--- config.mk ---
export PLATFORM = sky130hd
export DESIGN_NAME = mcs_chan_select
export DESIGN_NICKNAME = d
export VERILOG_FILES = /design/src/rtl/mcs_pkg.sv /design/src/rtl/mcs_window_decode.sv /design/src/rtl/mcs_mask_class.sv /design/src/rtl/mcs_ctrl_regs.sv /design/src/rtl/mcs_access_fsm.sv /design/src/rtl/mcs_chan_select.sv
export SDC_FILE = /design/constraint.sdc
export NUM_CORES = 1
export LEC_CHECK = 0
export ABC_AREA = 1
export BUFFER_PORTS_ARGS = -buffer_cell sky130_fd_sc_hd__buf_4
export CORE_MARGIN = 8
export CORE_UTILIZATION = 40
export DETAILED_ROUTE_END_ITERATION = 10
export GPL_TIMING_DRIVEN = 1
export PLACE_DENSITY = 0.68
export SLEW_MARGIN = 10
export SYNTH_ARGS = -nofsm -noshare
export SYNTH_HDL_FRONTEND = slang
export SYNTH_SLANG_ARGS = --single-unit
export TNS_END_PERCENT = 50
--- constraint.sdc ---
create_clock -name clk -period 7.55 [get_ports clk]
set_input_delay 0.3775 -clock clk [delete_from_list [all_inputs] [get_ports clk]]
set_output_delay 0.3775 -clock clk [all_outputs]
set_load 0.03 [all_outputs]
--- src/rtl/mcs_pkg.sv ---
package mcs_pkg;

    typedef enum logic [2:0] {
        ST_IDLE,
        ST_CH_WR,
        ST_CH_RD,
        ST_REG_WR,
        ST_REG_RD
    } acc_state_e;

    localparam int CTRL_MASK_OFS = 32;
    localparam int CTRL_STAT_OFS = 33;

endpackage

--- src/rtl/mcs_window_decode.sv ---
module mcs_window_decode #(
    parameter int          AW       = 16,
    parameter int          WIN_BITS = 6,
    parameter int          CH_BITS  = 5,
    parameter logic [15:0] BASE     = 16'hE000
) (
    input  logic [AW-1:0]       addr,
    output logic                in_window,
    output logic                is_chan,
    output logic [WIN_BITS-1:0] offset
);
    localparam int TAG_W = AW - WIN_BITS;
    localparam logic [TAG_W-1:0] BASE_TAG = BASE[AW-1:WIN_BITS];

    always_comb begin
        in_window = (addr[AW-1:WIN_BITS] == BASE_TAG);
        offset    = addr[WIN_BITS-1:0];
        is_chan   = (addr[WIN_BITS-1:CH_BITS] == '0);
    end
endmodule

--- src/rtl/mcs_mask_class.sv ---
module mcs_mask_class #(
    parameter int N_CH = 8
) (
    input  logic [N_CH-1:0] mask,
    output logic            single,
    output logic            multi
);
    localparam int CW = $clog2(N_CH + 1);

    logic [CW-1:0] partial [N_CH+1];

    assign partial[0] = '0;

    generate
        for (genvar g = 0; g < N_CH; g++) begin : g_pop
            assign partial[g+1] = partial[g] + {{(CW-1){1'b0}}, mask[g]};
        end
    endgenerate

    always_comb begin
        single = (partial[N_CH] == CW'(1));
        multi  = (partial[N_CH] > CW'(1));
    end
endmodule

--- src/rtl/mcs_ctrl_regs.sv ---
module mcs_ctrl_regs #(
    parameter int N_CH = 8,
    parameter int DW   = 8
) (
    input  logic            clk,
    input  logic            rst_n,
    input  logic            mask_we,
    input  logic [DW-1:0]   mask_wdata,
    input  logic            err_set,
    input  logic            err_clr,
    output logic [N_CH-1:0] mask_q,
    output logic            err_q
);
    always_ff @(posedge clk or negedge rst_n) begin
        if (!rst_n) begin
            mask_q <= '0;
        end else if (mask_we) begin
            mask_q <= mask_wdata[N_CH-1:0];
        end
    end

    always_ff @(posedge clk or negedge rst_n) begin
        if (!rst_n) begin
            err_q <= 1'b0;
        end else if (err_set) begin
            err_q <= 1'b1;
        end else if (err_clr) begin
            err_q <= 1'b0;
        end
    end
endmodule

--- src/rtl/mcs_access_fsm.sv ---
module mcs_access_fsm
    import mcs_pkg::*;
#(
    parameter int N_CH     = 8,
    parameter int DW       = 8,
    parameter int WIN_BITS = 6,
    parameter int CH_BITS  = 5
) (
    input  logic                clk,
    input  logic                rst_n,
    input  logic                strobe,
    input  logic                rnw,
    input  logic                in_window,
    input  logic                is_chan,
    input  logic [WIN_BITS-1:0] offset,
    input  logic [DW-1:0]       wdata,
    input  logic [N_CH-1:0]     mask_q,
    input  logic                mask_single,
    input  logic                mask_multi,
    input  logic                err_q,
    input  logic [DW-1:0]       ch_rdata,
    output logic                ack,
    output logic [DW-1:0]       rdata,
    output logic [N_CH-1:0]     ch_sel,
    output logic                ch_we,
    output logic [CH_BITS-1:0]  ch_addr,
    output logic [DW-1:0]       ch_wdata,
    output logic                mask_we,
    output logic [DW-1:0]       mask_wdata,
    output logic                err_set,
    output logic                err_clr
);
    localparam logic [WIN_BITS-1:0] OFS_MASK = WIN_BITS'(CTRL_MASK_OFS);
    localparam logic [WIN_BITS-1:0] OFS_STAT = WIN_BITS'(CTRL_STAT_OFS);
    localparam logic [DW-1:0]       IDLE_BUS = '1;

    acc_state_e          state_q, state_d;
    logic [WIN_BITS-1:0] off_q;
    logic [DW-1:0]       wdata_q;
    logic                take;

    assign take = strobe && in_window;

    // next-state selection
    always_comb begin
        state_d = ST_IDLE;
        if (take) begin
            if (is_chan) begin
                state_d = rnw ? ST_CH_RD : ST_CH_WR;
            end else begin
                state_d = rnw ? ST_REG_RD : ST_REG_WR;
            end
        end
    end

    // state register plus latched decode
    always_ff @(posedge clk or negedge rst_n) begin
        if (!rst_n) begin
            state_q <= ST_IDLE;
            off_q   <= '0;
            wdata_q <= '0;
        end else begin
            state_q <= state_d;
            if (take) begin
                off_q   <= offset;
                wdata_q <= wdata;
            end
        end
    end

    // outputs per state
    always_comb begin
        ack        = 1'b0;
        rdata      = '0;
        ch_sel     = '0;
        ch_we      = 1'b0;
        ch_addr    = '0;
        ch_wdata   = '0;
        mask_we    = 1'b0;
        mask_wdata = wdata_q;
        err_set    = 1'b0;
        err_clr    = 1'b0;
        unique case (state_q)
            ST_IDLE: begin
            end
            ST_CH_WR: begin
                ack      = 1'b1;
                ch_sel   = mask_q;
                ch_we    = 1'b1;
                ch_addr  = off_q[CH_BITS-1:0];
                ch_wdata = wdata_q;
            end
            ST_CH_RD: begin
                ack     = 1'b1;
                ch_addr = off_q[CH_BITS-1:0];
                if (mask_single) begin
                    ch_sel = mask_q;
                    rdata  = ch_rdata;
                end else begin
                    rdata   = IDLE_BUS;
                    err_set = mask_multi;
                end
            end
            ST_REG_WR: begin
                ack     = 1'b1;
                mask_we = (off_q == OFS_MASK);
                err_clr = (off_q == OFS_STAT) && wdata_q[0];
            end
            ST_REG_RD: begin
                ack = 1'b1;
                if (off_q == OFS_MASK) begin
                    rdata = DW'(mask_q);
                end else if (off_q == OFS_STAT) begin
                    rdata = DW'(err_q);
                end
            end
            default: begin
            end
        endcase
    end
endmodule

--- src/rtl/mcs_chan_select.sv ---
module mcs_chan_select #(
    parameter int          N_CH     = 8,
    parameter int          DW       = 8,
    parameter int          AW       = 16,
    parameter int          WIN_BITS = 6,
    parameter int          CH_BITS  = 5,
    parameter logic [15:0] BASE     = 16'hE000
) (
    input  logic               clk,
    input  logic               rst_n,
    input  logic [AW-1:0]      bus_addr,
    input  logic [DW-1:0]      bus_wdata,
    input  logic               bus_rnw,
    input  logic               bus_strobe,
    output logic [DW-1:0]      bus_rdata,
    output logic               bus_ack,
    output logic [N_CH-1:0]    ch_sel,
    output logic               ch_we,
    output logic [CH_BITS-1:0] ch_addr,
    output logic [DW-1:0]      ch_wdata,
    input  logic [DW-1:0]      ch_rdata,
    output logic               err_flag
);
    logic                in_window;
    logic                is_chan;
    logic [WIN_BITS-1:0] offset;
    logic [N_CH-1:0]     mask_q;
    logic                mask_single;
    logic                mask_multi;
    logic                err_q;
    logic                mask_we;
    logic [DW-1:0]       mask_wdata;
    logic                err_set;
    logic                err_clr;

    mcs_window_decode #(
        .AW(AW), .WIN_BITS(WIN_BITS), .CH_BITS(CH_BITS), .BASE(BASE)
    ) u_dec (
        .addr(bus_addr), .in_window(in_window), .is_chan(is_chan), .offset(offset)
    );

    mcs_mask_class #(.N_CH(N_CH)) u_cls (
        .mask(mask_q), .single(mask_single), .multi(mask_multi)
    );

    mcs_ctrl_regs #(.N_CH(N_CH), .DW(DW)) u_regs (
        .clk(clk), .rst_n(rst_n),
        .mask_we(mask_we), .mask_wdata(mask_wdata),
        .err_set(err_set), .err_clr(err_clr),
        .mask_q(mask_q), .err_q(err_q)
    );

    mcs_access_fsm #(
        .N_CH(N_CH), .DW(DW), .WIN_BITS(WIN_BITS), .CH_BITS(CH_BITS)
    ) u_fsm (
        .clk(clk), .rst_n(rst_n),
        .strobe(bus_strobe), .rnw(bus_rnw),
        .in_window(in_window), .is_chan(is_chan), .offset(offset),
        .wdata(bus_wdata),
        .mask_q(mask_q), .mask_single(mask_single), .mask_multi(mask_multi),
        .err_q(err_q), .ch_rdata(ch_rdata),
        .ack(bus_ack), .rdata(bus_rdata),
        .ch_sel(ch_sel), .ch_we(ch_we), .ch_addr(ch_addr), .ch_wdata(ch_wdata),
        .mask_we(mask_we), .mask_wdata(mask_wdata),
        .err_set(err_set), .err_clr(err_clr)
    );

    assign err_flag = err_q;
endmodule

==> impl_results.md <==
- GR Overflow Total: 0
- Largest net degree at the start of global routing: 27
- N_diodes: 0
- Final Wtd Congestion: 0.7637
- Sinks on Clock Net: 26
- Synthesis Warnings: 0
- TritonCTS buffer count: 3
- DR iter-0 viols: 82
- Post-cts repair resize count: 0
- Via count of the first global-routing pass: 1670
- Critical path launch point: u_regs.mask_q[0]
- Clock latency on the worst-skew pair: 0.26 ns
- Setup-failing EPs final: 0
- Switch Pwr: roughly 48 uW
- Share of power burned in registers: 59.4%
- Filler cells: roughly 460
- H-tree levels: 1
- VDD IR max: 60.73 uV
- Tcrit/Tclk final: 59.71%
- Fin nets: about 370
- Post-synth cell types: 22
- Die height: 83.42 um
- Power Density: 99.69 mW/mm^2
- Core Region: roughly 0.0044 sq mm
- First-pass DRT Iterations: 4
- Antenna viol nets, final: 0
- CTS Root Cell: clkbuf_8
- Overall power: ~240 uW
- Avg WL per Cell: 12.20 um
- Post-CTS Setup Bufs: 0
- Critical Path Sink Type: output port
- Part of the power in combinational logic: under 10%
- FF+latch count, synth: 26
- I/O pins: 68
- Clk pwr share: between 30% and 40%
- Crit path DAT: about 4.1 ns
- DP HPWL: 3.698 mm
- Max Root-Sink Buffers: 2
- Max Freq: approximately 0.22 GHz
- Die area: between 0.006 and 0.007 sq mm
- Crit path required time: 7.17 ns
- Fin. Hold Viols: 0
- TNS Setup: 0 ns
- Outcome: completed
- IO buf count: 67
- Final wirelength: 4.613 mm
- TritonCTS clock tree: built
- P_leak: 1.287 nW
- First-pass GRT wire length: approximately 8.0 mm
- Worst Tran Pin Value: approximately 0.96 ns
- Syn nets: 308
- Avg Inst Size Synth: roughly 6.9 sq um
- Final core area utilization: 54.66%
- Hold WC Path Type: input port to asynchronous set/reset pin
- Switching Share: about a fifth
- Placement Setup Slack: 3.288 ns
- Sequential share of the synthesized area: between 30 and 40%
- Via density: 4.603
- CP max FO: 16
- RSZ-0062 raised after global routing: no
- Critical path class: flop to output port
- Via count: approximately 1700
- Area Overhead vs Synth: 30.90%
- Syn Inst Count: roughly 260
- Die W: 83.42 um
- Critical register-to-register path startpoint: u_regs.mask_q[0]
- Layout Skew: ~0.0025 ns
- Final setup margin: 3.042 ns
- Cell Rows: 24
- Max Cap Violations: 0
- Tmin final: 4.508 ns
- Clock-pin slew on the worst setup and hold paths: 0.08 ns
- Internal power: 189.0 uW
- CP Launch Type: flop
- Layout cells sized above 1: 26.99%
- Cell Area, Synth: approximately 0.0018 sq mm
- Hold-fix buffers at CTS: 0
- Relative slew slack: between 30% and 40%
- Drt drc: 0
- GRT Total Usage: 13.27%
- Initial antenna violation count: 0
- Pins Over Slew Limit: 0
- Initial Util: 41.75%
-- layer usage --
| layer | track usage (%) | wire, um | vias to the layer above |
|---|---|---|---|
| met5 | 0 | 0 | - |
| met4 | 2.826 | 12 | 0 |
| met3 | 3.516 | 324 | 2 |
| met2 | 21.43 | 2208 | 48 |
| met1 | 17.24 | 2067 | 763 |
| li1 | - | - | 927 |
-- worst max-delay path, stage by stage (launching register included) --
cell	delay, ns
dfrtp_1	0.43
ha_1	0.29
inv_1	0.05
fa_1	0.49
fa_1	0.43
fa_1	0.43
fa_1	0.52
inv_1	0.04
nor2_1	0.72
nand4_1	0.17
nand2_1	0.09
nand2_1	0.05
buf_4	0.16
-- final timing paths --
kind	to	slack (ns)	cells past startpoint
worst max-delay path	bus_rdata[0]	3.04	12
worst min-delay path	u_fsm.off_q[2]	0.008	1
worst max register to register	u_regs.err_q	4.05	12
worst min register to register	u_fsm.mask_wdata[1]	0.47	2
max in group asynchronous	u_regs.mask_q[3]	7.30	1
min in group clk	u_fsm.state_q[0]	0.27	2
-- cell usage in the layout, fill, tap and decap left out --
cell type   n
and3_1      1
buf_4      67
clkbuf_8    3
dfrtp_1    26
fa_1        4
ha_1        4
inv_1      44
inv_2       3
nand2_1    91
nand2_2     2
nand3_1    26
nand3_4     1
nand3b_1    1
nand4_1     9
nor2_1     31
nor2_2      1
nor3_2      1
nor3_4      2
o21ai_2     8
or2_1       1
-- final cells by class --
class	count	area, sq um	share of cell area, %
Inverter	47	176.4	7.413
Sequential cell	26	650.6	27.34
Multi-Input combinational cell	183	943.4	39.64
Clock buffer	3	41.29	1.735
Tap cell	52	65.06	2.734
Timing Repair Buffer	67	503.0	21.14
-- cell families after synthesis --
kind of cell               synth area share, %
and+or+nand+nor                          40.88
buffers and inverters                    12.32
DFF                                      35.79
AOI/OAI and AO/OA                        3.854
adders and majority gates                7.158
-- per-stage QoR --
stage | hold slack (ns) | area [sq um] | instances
after floorplan | 0.08191 | 1818 | 264
after global placement | 0.3030 | 2338 | 375
after detailed placement | 0.3023 | 2338 | 375
after CTS | 0.01145 | 2380 | 378
after global routing | 0.02157 | 2380 | 378
final | 0.007799 | 2380 | 378
-- state kept, by name, indices dropped and copies added, names as in the netlist --
| register | count |
|---|---|
| u_fsm.state_q | 3 |
| u_fsm.mask_wdata | 8 |
| u_regs.err_q | 1 |
| u_regs.mask_q | 8 |
| u_fsm.off_q | 6 |
-- cell usage after synthesis --
cell | n | area [sq um]
or2_1 | 1 | 6.260
nor2_2 | 1 | 6.260
inv_2 | 3 | 11.26
buf_6 | 1 | 11.26
dfrtp_1 | 26 | 650.6
nor2_1 | 31 | 116.4
nor3_4 | 2 | 32.53
ha_1 | 4 | 50.05
clkbuf_1 | 1 | 3.750
nand2_2 | 2 | 12.51
nand3_1 | 26 | 130.1
nand2_1 | 91 | 341.6
fa_1 | 4 | 80.08
nand3_4 | 1 | 17.52
buf_4 | 1 | 7.510
and3_1 | 1 | 6.260
nand4_1 | 9 | 56.30
inv_1 | 44 | 165.2
nor3_2 | 1 | 10.01
nand3b_1 | 1 | 7.510
buf_2 | 5 | 25.02
o21ai_2 | 8 | 70.07
-- power by group through the flow --
stage	registers (mW)	clock network [mW]	logic, mW
2_1_floorplan	0.144	0	0.00527
6_report	0.141	0.0741	0.0222
3_3_place_gp	0.144	0	0.0223
4_1_cts	0.141	0.0777	0.0226
3_5_place_dp	0.144	0	0.0226
5_1_grt	0.141	0.0843	0.0248
Power figures use the tool's default switching activity.
